$ cat src/rtl/sbm_pkg.sv
package sbm_pkg;
    typedef enum logic {
        ST_IDLE = 1'b0,
        ST_OPEN = 1'b1
    } sbm_state_e;
endpackage

$ cat src/rtl/sbm_ctrl.sv
module sbm_ctrl
    import sbm_pkg::*;
(
    input  logic clk,
    input  logic rst,
    input  logic start,
    input  logic ack,
    output logic open_cyc,
    output logic fire,
    output logic finish,
    output logic done
);
    typedef struct packed {
        sbm_state_e st;
        logic       done;
    } ctrl_s;

    ctrl_s ctrl_d, ctrl_q;

    always_comb begin
        fire   = (ctrl_q.st == ST_IDLE) && start;
        finish = (ctrl_q.st == ST_OPEN) && ack;
        ctrl_d      = ctrl_q;
        ctrl_d.done = 1'b0;
        case (ctrl_q.st)
            ST_IDLE: if (fire)   ctrl_d.st = ST_OPEN;
            ST_OPEN: if (finish) begin
                ctrl_d.st   = ST_IDLE;
                ctrl_d.done = 1'b1;
            end
            default: ctrl_d.st = ST_IDLE;
        endcase
        if (rst) begin
            ctrl_d.st   = ST_IDLE;
            ctrl_d.done = 1'b0;
        end
    end

    always_ff @(posedge clk) begin
        ctrl_q <= ctrl_d;
    end

    assign open_cyc = (ctrl_q.st == ST_OPEN);
    assign done     = ctrl_q.done;
endmodule

$ cat src/rtl/sbm_req.sv
module sbm_req #(
    parameter int ADDR_W = 32,
    parameter int DATA_W = 32,
    parameter int SEL_W  = DATA_W / 8
) (
    input  logic              clk,
    input  logic              rst,
    input  logic              fire,
    input  logic              finish,
    input  logic              in_write,
    input  logic [ADDR_W-1:0] in_addr,
    input  logic [DATA_W-1:0] in_wdata,
    input  logic [SEL_W-1:0]  in_sel,
    output logic              out_write,
    output logic [ADDR_W-1:0] out_addr,
    output logic [DATA_W-1:0] out_wdata,
    output logic [SEL_W-1:0]  out_sel
);
    typedef struct packed {
        logic              wr;
        logic [ADDR_W-1:0] addr;
        logic [DATA_W-1:0] wdata;
        logic [SEL_W-1:0]  sel;
    } req_s;

    req_s req_d, req_q;

    always_comb begin
        req_d = req_q;
        if (fire) begin
            req_d.wr    = in_write;
            req_d.addr  = in_addr;
            req_d.wdata = in_wdata;
        end else if (finish) begin
            req_d.wr = 1'b0;
        end
        // lane mask copied bit by bit so lane i maps to lane i
        for (int i = 0; i < SEL_W; i++) begin
            if (fire)        req_d.sel[i] = in_sel[i];
            else if (finish) req_d.sel[i] = 1'b0;
        end
        if (rst) begin
            req_d = '0;
        end
    end

    always_ff @(posedge clk) begin
        req_q <= req_d;
    end

    assign out_write = req_q.wr;
    assign out_addr  = req_q.addr;
    assign out_wdata = req_q.wdata;
    assign out_sel   = req_q.sel;
endmodule

$ cat src/rtl/sbm_rsp.sv
module sbm_rsp #(
    parameter int DATA_W = 32
) (
    input  logic              clk,
    input  logic              rst,
    input  logic              finish,
    input  logic              is_write,
    input  logic [DATA_W-1:0] bus_rdata,
    output logic [DATA_W-1:0] rdata
);
    typedef struct packed {
        logic [DATA_W-1:0] rd;
    } rsp_s;

    rsp_s rsp_d, rsp_q;

    always_comb begin
        rsp_d = rsp_q;
        if (finish && !is_write) rsp_d.rd = bus_rdata;
        if (rst)                 rsp_d = '0;
    end

    always_ff @(posedge clk) begin
        rsp_q <= rsp_d;
    end

    assign rdata = rsp_q.rd;
endmodule

$ cat src/rtl/bus_single_master.sv
module bus_single_master #(
    parameter int ADDR_W = 32,
    parameter int DATA_W = 32
) (
    input  logic                  clk,
    input  logic                  rst,
    input  logic                  cmd_start,
    input  logic                  cmd_write,
    input  logic [ADDR_W-1:0]     cmd_addr,
    input  logic [DATA_W-1:0]     cmd_wdata,
    input  logic [DATA_W/8-1:0]   cmd_sel,
    output logic                  cmd_busy,
    output logic                  rsp_done,
    output logic [DATA_W-1:0]     rsp_rdata,
    output logic                  m_active,
    output logic                  m_strobe,
    output logic                  m_write,
    output logic [ADDR_W-1:0]     m_addr,
    output logic [DATA_W-1:0]     m_wdata,
    output logic [DATA_W/8-1:0]   m_sel,
    input  logic                  s_ack,
    input  logic [DATA_W-1:0]     s_rdata
);
    localparam int SEL_W = DATA_W / 8;

    logic open_cyc;
    logic fire;
    logic finish;

    sbm_ctrl u_ctrl (
        .clk      (clk),
        .rst      (rst),
        .start    (cmd_start),
        .ack      (s_ack),
        .open_cyc (open_cyc),
        .fire     (fire),
        .finish   (finish),
        .done     (rsp_done)
    );

    sbm_req #(
        .ADDR_W (ADDR_W),
        .DATA_W (DATA_W),
        .SEL_W  (SEL_W)
    ) u_req (
        .clk       (clk),
        .rst       (rst),
        .fire      (fire),
        .finish    (finish),
        .in_write  (cmd_write),
        .in_addr   (cmd_addr),
        .in_wdata  (cmd_wdata),
        .in_sel    (cmd_sel),
        .out_write (m_write),
        .out_addr  (m_addr),
        .out_wdata (m_wdata),
        .out_sel   (m_sel)
    );

    sbm_rsp #(
        .DATA_W (DATA_W)
    ) u_rsp (
        .clk       (clk),
        .rst       (rst),
        .finish    (finish),
        .is_write  (m_write),
        .bus_rdata (s_rdata),
        .rdata     (rsp_rdata)
    );

    assign m_active = open_cyc;
    assign m_strobe = open_cyc;
    assign cmd_busy = open_cyc;
endmodule

$ cat config.mk
export PLATFORM = sky130hd
export DESIGN_NAME = bus_single_master
export DESIGN_NICKNAME = d
export VERILOG_FILES = /design/src/rtl/sbm_pkg.sv /design/src/rtl/sbm_ctrl.sv /design/src/rtl/sbm_req.sv /design/src/rtl/sbm_rsp.sv /design/src/rtl/bus_single_master.sv
export SDC_FILE = /design/constraint.sdc
export NUM_CORES = 1
export LEC_CHECK = 0
export BUFFER_PORTS_ARGS = -buffer_cell sky130_fd_sc_hd__buf_2
export CORE_ASPECT_RATIO = 1.75
export CORE_MARGIN = 2
export CORE_UTILIZATION = 35
export DETAILED_ROUTE_END_ITERATION = 7
export PLACE_DENSITY_LB_ADDON = 0.2
export SKIP_CTS_REPAIR_TIMING = 1
export SYNTH_ARGS = -nofsm -noshare
export SYNTH_HDL_FRONTEND = slang
export SYNTH_SLANG_ARGS = --single-unit
$ cat constraint.sdc
create_clock -name clk -period 1.65 [get_ports clk]
set_clock_uncertainty 0.05 [all_clocks]
set_input_delay 0.2475 -clock clk [delete_from_list [all_inputs] [get_ports clk]]
set_output_delay 0.2475 -clock clk [all_outputs]
set_load 0.02 [all_outputs]
==> impl_results.md <==
* Outcome: finished, final reports clean
* Initial Util at 35.47%
* Fmax at 0.7065 GHz
* Wire length per cell at 13.12 um
* Req. time, crit path at 1.35 ns
* Layout area overhead at 39.20%
* Ant diodes at 0
* # DRC at 0
* Vias/cell at 4.600
* Post-synth cell types at 14
* CTS HTree Levels at 3
* Drt initial violations at 116
* Buffers on Ports at 209
* # rows at 49
* Non-Filler Instances at 770
* Setup violators final at 0
* Initial antenna violation count at 0
* R2R Setup Slk at 0.27 ns
* Antenna Nets Post-Route at 0
* Final Hold Violating Endpoints at 0
* Core Region at 10180 um^2
* Total CTS buffers at 9
* First-pass GRT wire length at 15.61 mm
* TNS Setup at 0 ns
* Post-synthesis sequential area ratio at 57.12%
* Leakage at 0.002401 uW
* Root buffer cell: clkbuf_16
* Cell count after synthesis at 445
* HP Class: in -> reg
* Syn nets at 550
* RSZ-0062 raised after global routing: false
* Critical path's slowest cell: dfxtp_1
* Final nets at 743
* VDD IR-drop max at 0.0005716 V
* Crit-path max cell delay at 0.53 ns
* Maximum root-to-sink buffer count at 2
* Router iterations before antenna repair at 4
* Clk pwr share at 38.3%
* Fin crit share at 85.78%
* Syn avg cell area at 8.112 um^2
* CP Launch Type: flop
* Internal power at 4137 uW
* Max-cap viol count at 0
* Clk_lat worst skew at 0.33 ns
* Slew @ Worst Pin at 0.4308 ns
* Area of the die at 11170 um^2
* Crit end category: primary output
* Slew Limit Fails at 0
* Cell Area, Synth at 3610 um^2
* Die X at 80.77 um
* Tot Pwr at 5599 uW
* Largest net degree at the start of global routing at 47
* Synth warn at 0
* Fraction of layout instances using a drive strength above 1 at 36.55%
* Yosys top cell by area: dfxtp_1
* Comb pwr share at 13.8%
* Vias in the first global route at 3355
* Data arrival, critical path at 1.12 ns
* CP cell instances: buf_2
* Total GRT Usage at 17.75%
* CP bufs+invs at 1
* Chip height at 138.3 um
* Most common cell after layout, fill and taps aside: buf_2
* Max_slew headroom at 70.46%
* Sink Count at 103
* Placed Cells at 754
* Pwr/cell area at 1114 nW/um^2
* Routed vias at 3542
* Switching share of power at 26.10%
* Sw power at 1461 uW
* Min Hold Slack at 0.09082 ns
* Minimum clock period at 1.415 ns
* CP Max Fanout at 10
* Global placement routability congestion at 0.7454
* Final Instance Area at 5025 um^2
* Grt ovf at 0
* Flop pwr share at 47.9%
* CTS tree: yes
* Top delay family on crit path: flip-flops
* Synth area leaders: dfxtp_1, nand2_1, a21oi_1
* Final HPWL DP at 7.454 mm
* Commonest non-fill, non-tap cells in the layout: buf_2, nand2_1, dfxtp_1
* Cell Area, Placed at 4717 um^2
* Yosys reg bits at 103
* Total wire length at 10.11 mm
* Num ports at 210
* Synth top area share at 57.12%
* WS Path Type: reg -> out
* Clock slew at reported path FFs at 0.07 ns
-- path summary, 6_finish.rpt --
path	from	end	cells after the start
hold / removal	cmd_wdata[3]	u_req.out_wdata[3]	3
hold reg to reg	u_req.out_addr[9]	u_req.out_addr[9]	2
setup reg to reg	u_ctrl.open_cyc	u_req.out_addr[0]	4
setup / recovery	u_ctrl.open_cyc	m_strobe	1
-- cells in the mapped netlist, drive strengths merged --
| cell | count |
|---|---|
| mux2i | 1 |
| nor2b | 1 |
| nand2 | 193 |
| buf | 22 |
| nand3b | 1 |
| a21oi | 97 |
| dfxtp | 103 |
| clkbuf | 13 |
| nand2b | 2 |
| nor2 | 6 |
| a22oi | 5 |
| and3b | 1 |
-- cells by family (layout without fill, tap and decap cells) --
group           after synthesis  count (layout)  synth area share [%]
buf+inv                      35             233                 6.447
flops                       103             103                 57.12
simple gates                204             204                 21.66
mux                           1               1                0.2773
compound gates              102             102                 14.49
-- registers in the layout (all words and copies together) (netlist names) --
register         cells
u_req.out_write      1
u_ctrl.done          1
u_req.out_addr      32
u_req.out_wdata     32
u_rsp.rdata         32
u_req.out_sel        4
u_ctrl.open_cyc      1
-- metal layers --
metal	track usage (%)	vias to the layer above	part of all wire, %
met5	0	-	0
met4	8.385	0	2.6
met3	4.634	18	6.8
met2	31.49	140	52
met1	19.00	1580	39
li1	-	1804	-
-- power by group through the flow --
| stage | clock [uW] | combinational, uW | sequential (uW) |
|---|---|---|---|
| 6_report | 2140 | 774 | 2680 |
| 4_1_cts | 2220 | 785 | 2680 |
| 2_1_floorplan | 0 | 306 | 2890 |
| 3_5_place_dp | 0 | 784 | 2740 |
| 5_1_grt | 2330 | 846 | 2700 |
| 3_3_place_gp | 0 | 769 | 2740 |
-- layout make-up --
class                      count  area, um^2
clock buffer                  10       239.0
multi-input combinational    307        1325
sequential                   103        2062
clock inverter                 6       68.82
fill                        1062        5152
timing repair buffer         217        1171
tap                          127       158.9
-- worst reg2reg max path: stages (launching register included) --
cell      delay, ns
dfxtp_1        0.53
nand2b_2       0.23
buf_4          0.27
nand2_1        0.09
a21oi_1        0.15
-- per-stage QoR --
step	util, %	setup WS (ns)
after global routing	49.37	0.1495
after global placement	46.35	0.3771
after detailed placement	46.35	0.2750
final	49.37	0.2346
after floorplan	-	0.3423
after CTS	49.37	0.2168
Note: power is estimated with default switching activity, not from simulation.
